$ cat src/rtl/fisu_pkg.sv
package fisu_pkg;
   localparam int NUM_EVT = 6;
   // latched / mask bit positions
   localparam int LB_WP    = 0;
   localparam int LB_ECC   = 1;
   localparam int LB_DERR  = 2;
   localparam int LB_DFAIL = 3;
   localparam int LB_CTL   = 4;
   localparam int LB_DEV   = 5;
   typedef enum logic [1:0] {
      ADR_RAW  = 2'd0,
      ADR_LAT  = 2'd1,
      ADR_MASK = 2'd2,
      ADR_NONE = 2'd3
   } reg_addr_t;
endpackage

$ cat src/rtl/fisu_edge_latch.sv
module fisu_edge_latch (
   input  logic clk,
   input  logic rst_n,
   input  logic ev_i,
   input  logic clr_i,
   output logic lat_o
);
   logic prev_q;
   logic rise;

   assign rise = ev_i & ~prev_q;

   always_ff @(posedge clk or negedge rst_n) begin
      if (!rst_n) begin
         prev_q <= 1'b0;
         lat_o  <= 1'b0;
      end else begin
         prev_q <= ev_i;
         lat_o  <= rise | (lat_o & ~clr_i);
      end
   end

   AST_EDGE_KEPT: assert property (@(posedge clk) disable iff (!rst_n)
      (ev_i && !prev_q) |=> lat_o);
endmodule

$ cat src/rtl/fisu_raw_status.sv
module fisu_raw_status #(
   parameter int DATA_W = 8,
   parameter int CNT_W  = 2
) (
   input  logic              clk,
   input  logic              rst_n,
   input  logic              dev_rdy_i,
   input  logic              ctl_rdy_i,
   input  logic              ecc_rdy_i,
   input  logic              dec_start_i,
   input  logic              dec_err_i,
   input  logic [CNT_W-1:0]  dec_cnt_i,
   input  logic              dec_fail_i,
   output logic [DATA_W-1:0] raw_o
);
   localparam int CNT_LSB  = 4;
   localparam int FAIL_BIT = CNT_LSB + CNT_W;

   if (DATA_W < FAIL_BIT + 1) begin : g_bad_width
      $error("fisu_raw_status: DATA_W too small for raw layout");
   end

   logic             err_q;
   logic             fail_q;
   logic [CNT_W-1:0] cnt_q;

   always_ff @(posedge clk or negedge rst_n) begin
      if (!rst_n) begin
         err_q  <= 1'b0;
         fail_q <= 1'b0;
         cnt_q  <= '0;
      end else begin
         if (dec_err_i) begin
            err_q <= 1'b1;
            cnt_q <= dec_cnt_i;
         end else if (dec_start_i) begin
            err_q <= 1'b0;
            cnt_q <= '0;
         end
         if (dec_fail_i)       fail_q <= 1'b1;
         else if (dec_start_i) fail_q <= 1'b0;
      end
   end

   always_comb begin
      raw_o                           = '0;
      raw_o[0]                        = dev_rdy_i;
      raw_o[1]                        = ctl_rdy_i;
      raw_o[2]                        = ecc_rdy_i;
      raw_o[3]                        = err_q;
      raw_o[CNT_LSB +: CNT_W]         = cnt_q;
      raw_o[FAIL_BIT]                 = fail_q;
   end

   AST_STICKY_HOLD: assert property (@(posedge clk) disable iff (!rst_n)
      (!dec_start_i && !dec_err_i && !dec_fail_i) |=>
      $stable(raw_o[FAIL_BIT:3]));
endmodule

$ cat src/rtl/fisu_irq_out.sv
module fisu_irq_out #(
   parameter int N       = 6,
   parameter bit REG_OUT = 1'b0
) (
   input  logic         clk,
   input  logic         rst_n,
   input  logic [N-1:0] lat_i,
   input  logic [N-1:0] mask_i,
   output logic         irq_o
);
   logic hit;
   assign hit = |(lat_i & mask_i);

   if (REG_OUT) begin : g_reg
      always_ff @(posedge clk or negedge rst_n) begin
         if (!rst_n) irq_o <= 1'b0;
         else        irq_o <= hit;
      end
   end else begin : g_comb
      assign irq_o = hit;
   end
endmodule

$ cat src/rtl/flash_irq_status_unit.sv
module flash_irq_status_unit #(
   parameter int DATA_W  = 8,
   parameter int CNT_W   = 2,
   parameter bit IRQ_REG = 1'b0
) (
   input  logic              clk,
   input  logic              rst_n,
   input  logic              dev_rdy_i,
   input  logic              ctl_rdy_i,
   input  logic              ecc_rdy_i,
   input  logic              dec_start_i,
   input  logic              dec_err_i,
   input  logic [CNT_W-1:0]  dec_cnt_i,
   input  logic              dec_fail_i,
   input  logic              wp_fault_i,
   input  logic              rd_en_i,
   input  logic              wr_en_i,
   input  logic [1:0]        addr_i,
   input  logic [DATA_W-1:0] wr_data_i,
   output logic [DATA_W-1:0] rd_data_o,
   output logic              irq_o,
   output logic              xfer_ready_o
);
   import fisu_pkg::*;
   localparam int N = NUM_EVT;

   if (DATA_W < N) begin : g_bad_data_w
      $error("flash_irq_status_unit: DATA_W narrower than event count");
   end
   if (CNT_W < 1) begin : g_bad_cnt_w
      $error("flash_irq_status_unit: CNT_W must be at least 1");
   end

   logic [N-1:0]      evt;
   logic [N-1:0]      lat;
   logic [N-1:0]      mask_q;
   logic [DATA_W-1:0] raw;
   logic              clr;

   always_comb begin
      evt           = '0;
      evt[LB_WP]    = wp_fault_i;
      evt[LB_ECC]   = ecc_rdy_i;
      evt[LB_DERR]  = dec_err_i;
      evt[LB_DFAIL] = dec_fail_i;
      evt[LB_CTL]   = ctl_rdy_i;
      evt[LB_DEV]   = dev_rdy_i;
   end

   assign clr = rd_en_i && (addr_i == ADR_LAT);

   for (genvar i = 0; i < N; i++) begin : g_evt
      fisu_edge_latch u_lat (
         .clk   (clk),
         .rst_n (rst_n),
         .ev_i  (evt[i]),
         .clr_i (clr),
         .lat_o (lat[i])
      );
   end

   fisu_raw_status #(.DATA_W(DATA_W), .CNT_W(CNT_W)) u_raw (
      .clk         (clk),
      .rst_n       (rst_n),
      .dev_rdy_i   (dev_rdy_i),
      .ctl_rdy_i   (ctl_rdy_i),
      .ecc_rdy_i   (ecc_rdy_i),
      .dec_start_i (dec_start_i),
      .dec_err_i   (dec_err_i),
      .dec_cnt_i   (dec_cnt_i),
      .dec_fail_i  (dec_fail_i),
      .raw_o       (raw)
   );

   fisu_irq_out #(.N(N), .REG_OUT(IRQ_REG)) u_irq (
      .clk    (clk),
      .rst_n  (rst_n),
      .lat_i  (lat),
      .mask_i (mask_q),
      .irq_o  (irq_o)
   );

   always_ff @(posedge clk or negedge rst_n) begin
      if (!rst_n) begin
         mask_q    <= '0;
         rd_data_o <= '0;
      end else begin
         if (wr_en_i && addr_i == ADR_MASK) mask_q <= wr_data_i[N-1:0];
         if (rd_en_i) begin
            unique case (addr_i)
               ADR_RAW:  rd_data_o <= raw;
               ADR_LAT:  rd_data_o <= DATA_W'(lat);
               ADR_MASK: rd_data_o <= DATA_W'(mask_q);
               default:  rd_data_o <= '0;
            endcase
         end
      end
   end

   assign xfer_ready_o = raw[0] & raw[1];

   AST_RD_RETURNS_LAT: assert property (@(posedge clk) disable iff (!rst_n)
      (rd_en_i && addr_i == ADR_LAT) |=> rd_data_o == DATA_W'($past(lat)));
   AST_READY_NEEDS_BOTH: assert property (@(posedge clk) disable iff (!rst_n)
      xfer_ready_o |-> (dev_rdy_i && ctl_rdy_i));

   if (!IRQ_REG) begin : g_irq_chk
      AST_IRQ_HOLD: assert property (@(posedge clk) disable iff (!rst_n)
         (irq_o && !clr) |=> irq_o);
   end
endmodule

$ cat config.mk
export PLATFORM = sky130hd
export DESIGN_NAME = flash_irq_status_unit
export DESIGN_NICKNAME = d
export VERILOG_FILES = /design/src/rtl/fisu_pkg.sv /design/src/rtl/fisu_edge_latch.sv /design/src/rtl/fisu_raw_status.sv /design/src/rtl/fisu_irq_out.sv /design/src/rtl/flash_irq_status_unit.sv
export SDC_FILE = /design/constraint.sdc
export NUM_CORES = 1
export LEC_CHECK = 0
export CAP_MARGIN = 10
export CORE_MARGIN = 2
export CORE_UTILIZATION = 35
export DETAILED_ROUTE_END_ITERATION = 16
export DONT_BUFFER_PORTS = 1
export HOLD_SLACK_MARGIN = 0.08
export PLACE_DENSITY_LB_ADDON = 0.3
export SETUP_SLACK_MARGIN = 0.2
export SLEW_MARGIN = 20
export SYNTH_ARGS = -nofsm -noshare
export SYNTH_HDL_FRONTEND = slang
export SYNTH_SLANG_ARGS = --single-unit
$ cat constraint.sdc
create_clock -name clk -period 2 [get_ports clk]
set_input_delay 0.2 -clock clk [delete_from_list [all_inputs] [get_ports clk]]
set_output_delay 0.2 -clock clk [all_outputs]
set_load 0.01 [all_outputs]
### Yosys cells after proc, flatten, opt, wreduce, memory -nomap -nowiden

Cells that the tools add are included.

| storage, ports and cells | value |
|---|---|
| register bits | 30 |
| output and inout bits | 10 |
| word-level logic and storage cells | 58 |

| operators by class | value |
|---|---|
| bitwise logic cells | 27 |
| equality and inequality tests | 2 |
| reduce and logical (&&, ||, !) cells | 6 |
| multiplexer cells | 6 |

Operator list:

| operator | number |
|---|---|
| $pmux W7 S3 | 1 |
| $and A1 B1 Y1 | 13 |
| $not A1 Y1 | 7 |
| $and A6 B6 Y6 | 1 |
| $or A1 B1 Y1 | 6 |
| $reduce_or A6 Y1 | 1 |
| $mux W2 | 2 |
| $reduce_bool A2 Y1 | 2 |
| $mux W1 | 3 |
| $eq A2 B1 Y1 const B | 1 |
| $eq A2 B2 Y1 const B | 1 |
| $logic_and A1 B1 Y1 | 2 |
| $logic_not A2 Y1 | 1 |

### Logic depth before layout (Yosys ltp)

| depth | value |
|---|---|
| depth after elaboration | 5 |
| mapped depth | 4 |
| gate-level depth less buffers | 2 |

### Hierarchy

Synthesis repeated with hierarchy kept, for this count alone.

| unflattened totals | value |
|---|---|
| cells, all modules | 110 |
| area, all modules | 1350.0 um^2 |

By module, submodules not included:

| module | area an instance (um^2) | cells each | sequential area each (um^2) | times used |
|---|---|---|---|---|
| flash_irq_status_unit | 713.2 | 59 | 350.3 | 1 |
| fisu_edge_latch | 70.1 | 5 | 50.0 | 6 |
| fisu_raw_status | 188.9 | 17 | 100.1 | 1 |
| fisu_irq_out | 27.5 | 4 | 0.0 | 1 |

### Least setup slack after synthesis

OpenSTA, ideal clock, no wires.

| timing path | value |
|---|---|
| path type | input to register |
| start | input addr_i[1] |
| end | register g_evt[0].u_lat.lat_o |
| buffers on the path | 1 |
| arrival time | 795 ps |
| setup slack | 1084 ps |
| stages on the path | 3 |
| data required time | 1879 ps |
| path through | buf_4 nand3b_1 a22o_1 |

| between the ends | value |
|---|---|
| cells in the longest elaborated chain, start to end | 5 |

Ends and longest elaborated chain:

| what | line | text |
|---|---|---|
| from (decl) | flash_irq_status_unit.sv:18 | `input logic [1:0] addr_i,` |
| $eq A2 B1 Y1 | flash_irq_status_unit.sv:50 | `assign clr = rd_en_i && (addr_i == ADR_LAT);` |
| $logic_and A1 B1 Y1 | flash_irq_status_unit.sv:50 |  |
| $not A1 Y1 | fisu_edge_latch.sv:19 | `lat_o <= rise \| (lat_o & ~clr_i);` |
| $and A1 B1 Y1 | fisu_edge_latch.sv:19 |  |
| $or A1 B1 Y1 | fisu_edge_latch.sv:19 |  |
| to (signal assigned) | fisu_edge_latch.sv:19 |  |
| to (decl) | fisu_edge_latch.sv:6 | `output logic lat_o` |

Every way passes these cells.
A chain may end at the register's enable or synchronous reset.

==> results.py <==
metrics = {
    "routing": {
        "via_per_inst": 5.13,
        "drt-initial-drc-count": 44,
        "routedWlPerCell_um": 15.4,
        "drc": 0,
        "vias": 851,
        "dr.pass1.iters": 4,
        "ant_nets": 0,
        "drt_wl_total_um": 2560,
    },
    "yosys": {
        "synth-seq-cells": 29,
        "syn-instance-count": 98,
        "syn-num-nets": 121,
        "yosysWarningCount": 0,
        "synth_area_sq_mm": 0.00124,
        "syn_avg_cell_area_sq_um": 12.6,
        "synthDistinctLibCells": 22,
        "seq_area_frac_synth": 0.587,
    },
    "cts": {
        "hold_buffers": 20,
        "cts_tree": "done",
        "clk_path_buf_depth": 2,
        "post_cts_resized": 0,
        "path_clk_slew_ns": 0.08,
        "cts_made_buffers": 5,
        "cts_max_level": 2,
        "root_buffer": "clkbuf_4",
        "cts.sinks": 29,
        "clk_latency_ns": 0.31,
        "cts_setup_buffers": 0,
    },
    "worst_setup_path": {
        "worstPathMaxFanout": 14,
        "r2r_start": "u_raw.fail_q$_DFFE_PN0P_",
        "path_class": "input pin to flop",
        "critPathRequiredTime_ns": 2.26,
        "reg2reg_setup_slack_ns": 0.72,
        "crit_arrival_ns": 1.93,
        "reg2reg_to": "rd_data_o[6]$_DFFE_PN0P_",
        "reg2reg_depth": 3,
        "end_kind": "flop",
        "startpoint_type": "input pin",
    },
    "placement": {
        "dp_hpwl_um": 1740,
        "portBuffers": 0,
        "place_congestion": 0.744,
        "placed_cells": 138,
    },
    "global_route": {
        "grtUsageTotal": 0.144,
        "grt_overflow_total": 0,
        "grt_pass1_wl_um": 4310,
        "grt_pass1_vias": 844,
        "antenna_found_initial": 0,
        "grt_max_degree": 30,
    },
    "final_layout": {
        "finalNonFillerCells": 166,
        "layout_common_cells": "dfrtp_1, dlygate4sd3_1, inv_1",
        "nFillCells": 344,
        "syn2layout_area_growth_pct": 22.1,
        "diodes": 0,
        "drive_above_1_share": 0.108,
        "final_common_cell": "dfrtp_1",
        "postLayoutCoreUtil": 0.449,
        "nets": 142,
    },
    "die": {
        "die-area_sq_mm": 0.00402,
        "coreArea_sq_mm": 0.00336,
        "initial_core_util": 0.368,
        "rows": 21,
        "io_pins": 33,
        "fp.dieH_um": 63.4,
        "die_x_um": 63.4,
    },
    "power": {
        "power_density_mw_per_mm2": 792,
        "p_leak_nw": 0.689,
        "ir_drop_uv": 395,
    },
    "timing": {
        "hold_viol": 0,
        "rsz0062_at_grt": "false",
        "period_needed_ns": 1.67,
        "fmax_mhz": 598,
        "clock_skew_ns": 0.00119,
        "maxSlewViolCount": 0,
        "setup_viol_count_final": 0,
        "fin_crit_sh": 0.836,
        "finalSetupTns_ns": 0,
    },
    "hold_path": {
        "hold_path.class": "input pin to flop",
        "worstHoldStart": "addr_i[0]",
        "min_to": "rd_data_o[5]$_DFFE_PN0P_",
        "hold_depth": 2,
    },
    "run_status": {
        "outcome": "completed",
    },
    "run": {
        "drv_cap": 0,
    },
}
-- per-layer routing --
layer	vias up	wire length [um]	GRT usage
met5	-	0	0
met4	0	42	0.0489
met3	5	211	0.0732
met2	39	1190	0.207
met1	417	1110	0.187
li1	390	-	-
-- power by group --
part	switching (W)	total (W)	internal [W]	leakage, nW
Clock	0.000176	0.000315	0.000140	0.0265
Sequential	0.0000623	0.000716	0.000654	0.339
Combinational	0.0000682	0.000164	0.0000961	0.323
-- cell usage after synthesis --
library cell,number,share of area
inv_1,14,0.043
o221ai_1,6,0.043
nand2b_1,3,0.015
o21ai_0,2,0.0081
o32ai_1,1,0.0071
nand3b_1,1,0.0061
mux2i_1,6,0.049
a21o_1,2,0.012
buf_4,3,0.018
nand3b_4,1,0.016
clkbuf_2,1,0.0040
nand4b_1,6,0.043
and2_1,1,0.0051
nand2_1,3,0.0091
a22oi_1,3,0.018
conb_1,1,0.0030
mux2_2,6,0.055
dfrtp_1,29,0.59
nand3_1,1,0.0040
buf_6,1,0.0091
buf_2,1,0.0040
a22o_1,6,0.043
-- area by class of cell --
cell class	instances	area, sq um	share of cell area
inverters	14	52.6	0.0348
clock buffers	8	48.8	0.0323
multi-input cells	49	414	0.274
flip-flops and latches	29	726	0.481
well taps	46	57.6	0.0381
repair buffers	20	210	0.139
-- sequential cells by signal (all words and copies together), names as in the netlist --
register / count
u_raw.cnt_q: 2
g_evt.u_lat.prev_q: 6
g_evt.u_lat.lat_o: 6
u_raw.fail_q: 1
rd_data_o: 7
u_raw.err_q: 1
mask_q: 6
-- logic make-up (layout without fill, tap and decap cells) --
family	count (synthesis)	after routing	synth area share
other	1	1	0.00303
AND/OR/NAND/NOR	16	16	0.0982
flip-flops	29	29	0.587
AO/OA/AOI/OAI	20	20	0.131
multiplexers	12	12	0.103
buffers and inverters	20	42	0.0779
-- worst max-delay path by stage --
| stage | cells past startpoint | start | slack, ns | to |
|---|---|---|---|---|
| after CTS | 4 | rd_en_i | 0.37 | rd_data_o[6]$_DFFE_PN0P_ |
| after global placement | 2 | g_evt[2].u_lat.lat_o$_DFF_PN0_ | 1.01 | irq_o |
| after floorplan | 3 | addr_i[1] | 1.08 | g_evt[0].u_lat.lat_o$_DFF_PN0_ |
| after detailed placement | 2 | g_evt[2].u_lat.lat_o$_DFF_PN0_ | 1.0 | irq_o |
| after global routing | 4 | rd_en_i | 0.21 | rd_data_o[6]$_DFFE_PN0P_ |
| final | 4 | rd_en_i | 0.33 | rd_data_o[6]$_DFFE_PN0P_ |
-- critical path: stages --
cell and delay [ns]:
dlygate4sd3_1 0.83, nand2_1 0.10, o32ai_1 0.22, dlygate4sd3_1 0.58
-- per-stage QoR --
stage | worst slack, ns | power [W] | cell area (sq um) | hold slack [ns]
6_report | 0.327 | 0.00120 | 1510 | 0.110
5_1_grt | 0.208 | 0.00127 | 1510 | 0.0993
4_1_cts | 0.367 | 0.00122 | 1510 | 0.0857
3_5_place_dp | 0.999 | 0.000840 | 1250 | -0.0949
3_3_place_gp | 1.01 | 0.000833 | 1250 | -0.0949
2_1_floorplan | 1.08 | 0.000820 | 1240 | -0.0956
(Power assumes the default switching activity.)
